[src/rtl/rq_pkg.sv]
package rq_pkg;
   // Rounding rule selector codes
   localparam logic [2:0] RQ_NEAREST = 3'd0;   // ties away from zero
   localparam logic [2:0] RQ_ZERO    = 3'd1;   // truncate toward zero
   localparam logic [2:0] RQ_UP      = 3'd2;   // toward +inf
   localparam logic [2:0] RQ_DOWN    = 3'd3;   // toward -inf (also 5..7)
   localparam logic [2:0] RQ_EVEN    = 3'd4;   // ties to even
endpackage

[src/rtl/rq_round.sv]
// Drops SHIFT low bits of a signed word and applies the selected rounding
// rule. Result is one bit wider than the kept part so a carry is preserved.
module rq_round
   import rq_pkg::*;
#(
   parameter int IN_W  = 23,
   parameter int SHIFT = 12
) (
   input  logic signed [IN_W-1:0]     x,
   input  logic        [2:0]          mode,
   output logic signed [IN_W-SHIFT:0] r
);
   localparam int QW = IN_W - SHIFT;

   logic signed [QW-1:0] kept;
   logic                 half_bit;
   logic                 below_half;
   logic                 any_drop;
   logic                 neg;
   logic                 bump;

   assign kept     = x[IN_W-1:SHIFT];
   assign half_bit = x[SHIFT-1];
   assign any_drop = |x[SHIFT-1:0];
   assign neg      = x[IN_W-1];

   generate
      if (SHIFT == 1) begin : g_one_drop
         assign below_half = 1'b0;
      end else begin : g_many_drop
         assign below_half = |x[SHIFT-2:0];
      end
   endgenerate

   // Increment decision over the floor value (kept bits)
   always_comb begin
      unique case (mode)
         RQ_NEAREST: bump = half_bit & (below_half | ~neg);
         RQ_ZERO:    bump = neg & any_drop;
         RQ_UP:      bump = any_drop;
         RQ_EVEN:    bump = half_bit & (below_half | kept[0]);
         default:    bump = 1'b0;
      endcase
   end

   assign r = {kept[QW-1], kept} + {{QW{1'b0}}, bump};
endmodule

[src/rtl/rq_clip.sv]
// Range test of the rounded value and the overflow policy.
module rq_clip #(
   parameter int RW    = 12,
   parameter int OUT_W = 8
) (
   input  logic signed [RW-1:0]    r,
   input  logic                    sat_en,
   output logic        [OUT_W-1:0] y,
   output logic                    ovf
);
   localparam int TOPW = RW - OUT_W + 1;

   logic [TOPW-1:0]  top;
   logic [OUT_W-1:0] hi_code;
   logic [OUT_W-1:0] lo_code;

   assign top     = r[RW-1:OUT_W-1];
   assign ovf     = ~((&top) | ~(|top));
   assign hi_code = {1'b0, {(OUT_W-1){1'b1}}};
   assign lo_code = {1'b1, {(OUT_W-1){1'b0}}};

   always_comb begin
      if (ovf && sat_en) y = r[RW-1] ? lo_code : hi_code;
      else               y = r[OUT_W-1:0];
   end
endmodule

[src/rtl/rq_requant.sv]
module rq_requant #(
   parameter int IN_W     = 23,
   parameter int IN_FRAC  = 16,
   parameter int OUT_W    = 8,
   parameter int OUT_FRAC = 4,
   parameter bit REG_OUT  = 1'b1
) (
   input  logic             clk,
   input  logic             rst_n,
   input  logic             in_valid,
   input  logic [IN_W-1:0]  in_data,
   input  logic [2:0]       rnd_mode,
   input  logic             sat_en,
   output logic             out_valid,
   output logic [OUT_W-1:0] out_data,
   output logic             out_ovf
);
   localparam int SHIFT = IN_FRAC - OUT_FRAC;
   localparam int RW    = IN_W - SHIFT + 1;

   generate
      if (SHIFT < 1) begin : g_bad_shift
         $error("rq_requant: OUT_FRAC must be below IN_FRAC");
      end
      if (RW - 1 < OUT_W) begin : g_bad_int
         $error("rq_requant: output has more integer bits than input");
      end
      if (OUT_W < 2) begin : g_bad_out
         $error("rq_requant: OUT_W must be at least 2");
      end
   endgenerate

   logic signed [RW-1:0] rounded;
   logic [OUT_W-1:0]     narrow;
   logic                 range_err;

   rq_round #(.IN_W(IN_W), .SHIFT(SHIFT)) u_round (
      .x    (in_data),
      .mode (rnd_mode),
      .r    (rounded)
   );

   // Range is checked on the rounded value
   rq_clip #(.RW(RW), .OUT_W(OUT_W)) u_clip (
      .r      (rounded),
      .sat_en (sat_en),
      .y      (narrow),
      .ovf    (range_err)
   );

   generate
      if (REG_OUT) begin : g_reg
         always_ff @(posedge clk or negedge rst_n) begin
            if (!rst_n) begin
               out_valid <= 1'b0;
               out_data  <= '0;
               out_ovf   <= 1'b0;
            end else begin
               out_valid <= in_valid;
               if (in_valid) begin
                  out_data <= narrow;
                  out_ovf  <= range_err;
               end
            end
         end
      end else begin : g_comb
         assign out_valid = in_valid;
         assign out_data  = narrow;
         assign out_ovf   = range_err;
      end
   endgenerate
endmodule

[config.mk]
export PLATFORM = sky130hd
export DESIGN_NAME = rq_requant
export DESIGN_NICKNAME = d
export VERILOG_FILES = /design/src/rtl/rq_pkg.sv /design/src/rtl/rq_round.sv /design/src/rtl/rq_clip.sv /design/src/rtl/rq_requant.sv
export SDC_FILE = /design/constraint.sdc
export NUM_CORES = 1
export LEC_CHECK = 0
export ABC_CLOCK_PERIOD_IN_PS = 1610
export BUFFER_PORTS_ARGS = -buffer_cell sky130_fd_sc_hd__buf_4
export CAP_MARGIN = 20
export CORE_MARGIN = 8
export CORE_UTILIZATION = 48
export CTS_CLUSTER_DIAMETER = 80
export DETAILED_ROUTE_END_ITERATION = 8
export GPL_ROUTABILITY_DRIVEN = 0
export PLACE_DENSITY = 0.83
export SYNTH_ARGS = -nofsm -noshare
export SYNTH_HDL_FRONTEND = slang
export SYNTH_SLANG_ARGS = --single-unit
[constraint.sdc]
create_clock -name clk -period 1.61 [get_ports clk]
set_input_delay 0.322 -clock clk [delete_from_list [all_inputs] [get_ports clk]]
set_output_delay 0.322 -clock clk [all_outputs]
set_load 0.05 [all_outputs]
==> impl_metrics.toml <==
[critical_path]
crit_chain = "buf_6 -> xor2_1 -> o311ai_1 -> a41oi_1 -> ha_2 -> and3_4 -> mux2i_2 -> o22a_2 -> buf_4 -> buf_4 -> o311ai_2 -> o21ai_0"
cp_max_fo = 3
critPathSlowestCell = "o22a_2"
arrival_ps = 2510
path_class = "in2reg"
slowest_delay_ps = 270
crit_path_frequent_cell = "buf_4"
r2r-end = "out_data[7]"
critPathLaunch = "rnd_mode[1]"
end_kind = "flop"
cp.required_ps = 1740
cp_num_buf_inv = 3
r2r_start = "out_data[7]"
ff2ff_path_depth = 2
r2r_slack_ps = 620
path_depth = 12
crit_path_start_kind = "input port"
cp_top_family = "compound AO/OA/AOI/OAI gates"

[global_routing]
antenna_found_initial = 0
track_usage_pct = 19.20
grt_pass1_wl_um = 5085
grt_pass1_vias = 1090
grt-ovfl-total = 0
grt_max_degree = 21

[final_layout]
area_growth_pct = 70.47
regArea_um2 = 250.2
multiInputGateArea_um2 = 588.1
layout.nets = 185
n_antenna_cell = 0
drive_gt1_share_pct = 54.61
stdcell_count = 169
nFillCells = 95
final_area_mm2 = 0.001401

[place]
port_buffers = 39
dp.cells = 160
placed_cell_area_mm2 = 0.001267
dp_slack_ps = -1088
hpwl_um = 2201

[detailed_routing]
antenna_left = 0
vias = 1011
drtPass1Iterations = 4
totalWireLength_um = 3017
drc_errors = 0
route.detailed.wl_per_inst_um = 17.85
drtIter0Drc = 30
vias_per_cell = 5.982

[synthesis]
synthDistinctLibCells = 40
synth_area_leaders = "dfrtp_1, a311oi_1, xnor2_1"
synth_cells = 90
synth_warnings = 0
ys_async_sr_fraction_pct = 100.0
synth_nets = 122
synth_seq_cells = 10
seq_area_frac_synth_pct = 30.44
synthTopCellsByCount = "dfrtp_1, a311oi_1, nor2_1, inv_1, nand2_1"
yosysMostFrequentCell = "dfrtp_1"
avgSynthCellArea_um2 = 9.134
syn_area_um2 = 822.0
ys.flop_type = "dfrtp_1"
netlist.top_cell.by_area = "dfrtp_1"
post-synth-top-area-fraction_pct = 30.44
synth_edf_count = 0

[flow_run]
drv_cap = 0

[timing]
rsz0062_at_grt = "true"
clock_skew_ps = 0
relSlewSlack_pct = 71.26
timing.final.crit_share_pct = 147.6
tightestPinTransition_ps = 428.0
max_freq_mhz = 420.7
finalHoldViolCount = 0
setup_ws_ps = -767.1
period_minus_slack_ps = 2377
slew_viol_final = 0
setup_viol = 9

[floorplan]
fp.dieW_um = 57.39
ioPinCount = 40
fp.dieH_um = 57.39
core_area_mm2 = 0.001670
fp.dieArea_mm2 = 0.003293
initial_core_util_pct = 49.21
rows = 15

[outcome]
violations = "negative setup slack"
outcome = "finished, violations left"

[worst_hold_path]
hold_class = "in2reg"
hold_path_end = "out_valid"
whs_path_depth = 1
min_from = "in_valid"

[clock_network]
insertion_delay_ps = 260
root_buffer = "clkbuf_4"
tritoncts = "done"
cts_buffers = 3
htreeDepth = 1
clkTransAtPathRegs_ps = 60
cts_sinks = 10
clock_path_buffers = 2

[power_and_ir_drop]
power_uw = 923.7
vdd_drop_max_uv = 402.3
p_leak_uw = 0.0006232
p_per_area_mw_per_mm2 = 659.1
placed cells by master (no fill, tap or decap), drive strengths merged, types with 2 or more instances in the layout:
master  synthesis  layout
buf             3      61
dfrtp          10      10
nor2            8       8
a311oi          8       8
nand2           6       6
inv             6       6
xor2            4       4
nand3           4       4
xnor2           4       4
clkbuf          1       4
o311ai          3       3
nor4            2       2
nor3            2       2
o22ai           2       2
a21oi           2       2
a211oi          2       2
o21ai           2       2
mux2i           2       2
nand4           2       2
ha              2       2
area by class of cell:
class | count | area share, %
timing repair buffer | 62 | 34.46
sequential | 10 | 17.86
tap | 17 | 1.518
inverter | 6 | 1.607
clock buffer | 4 | 2.589
multi-input combinational | 70 | 41.96
metrics by stage:
stage                     hold slack, ps  utilization, %  TNS [ps]
final                              311.2           83.90     -6633
after global routing               296.8           83.90     -7454
after global placement             150.6           75.88     -8040
after CTS                          296.4           82.25     -6121
after detailed placement           152.0           75.88     -9242
after floorplan                    26.41               -     -6419
routing by layer:
layer	up-vias	track usage, %	wire [µm]
li1	475	-	-
met1	466	20.85	1119
met2	62	31.67	1572
met3	8	6.054	258
met4	0	11.79	67
met5	-	0	0
state kept, by name (all words and copies together) (netlist names):
name and flops:
out_data 8, out_ovf 1, out_valid 1
logic make-up (layout without fill, tap and decap cells):
family	after synthesis	in the layout	share of synthesized area, %
fa+ha+maj	2	2	3.044
simple gates	34	34	24.36
flops	10	10	30.44
buf+inv	10	72	5.630
mux	2	2	2.435
xor+xnor	8	8	8.523
compound gates	24	24	25.57
power breakdown:
group | total, µW | internal (µW) | leakage [µW] | switching [µW]
sequential | 298 | 280 | 0.000112 | 17.2
clock | 219 | 137 | 0.0000210 | 82.3
combinational | 407 | 173 | 0.000490 | 233
total | 924 | 591 | 0.000623 | 333
how the worst max path moves through the flow:
stage / end / slack (ps)
after floorplan: out_data[7] / -750
after global placement: out_data[7] / -950
after detailed placement: out_data[7] / -1090
after CTS: out_data[7] / -720
after global routing: out_data[2] / -870
final: out_ovf / -770
what timing repair did:
item	4_1_cts	5_1_grt
hold buffers	1	0
resized for setup	10	5
setup endpoints to repair	9	9
hold endpoints to repair	10	0
pin swaps	9	7
buffers inserted	3	2
No activity file was read; power rests on OpenSTA's default activity.
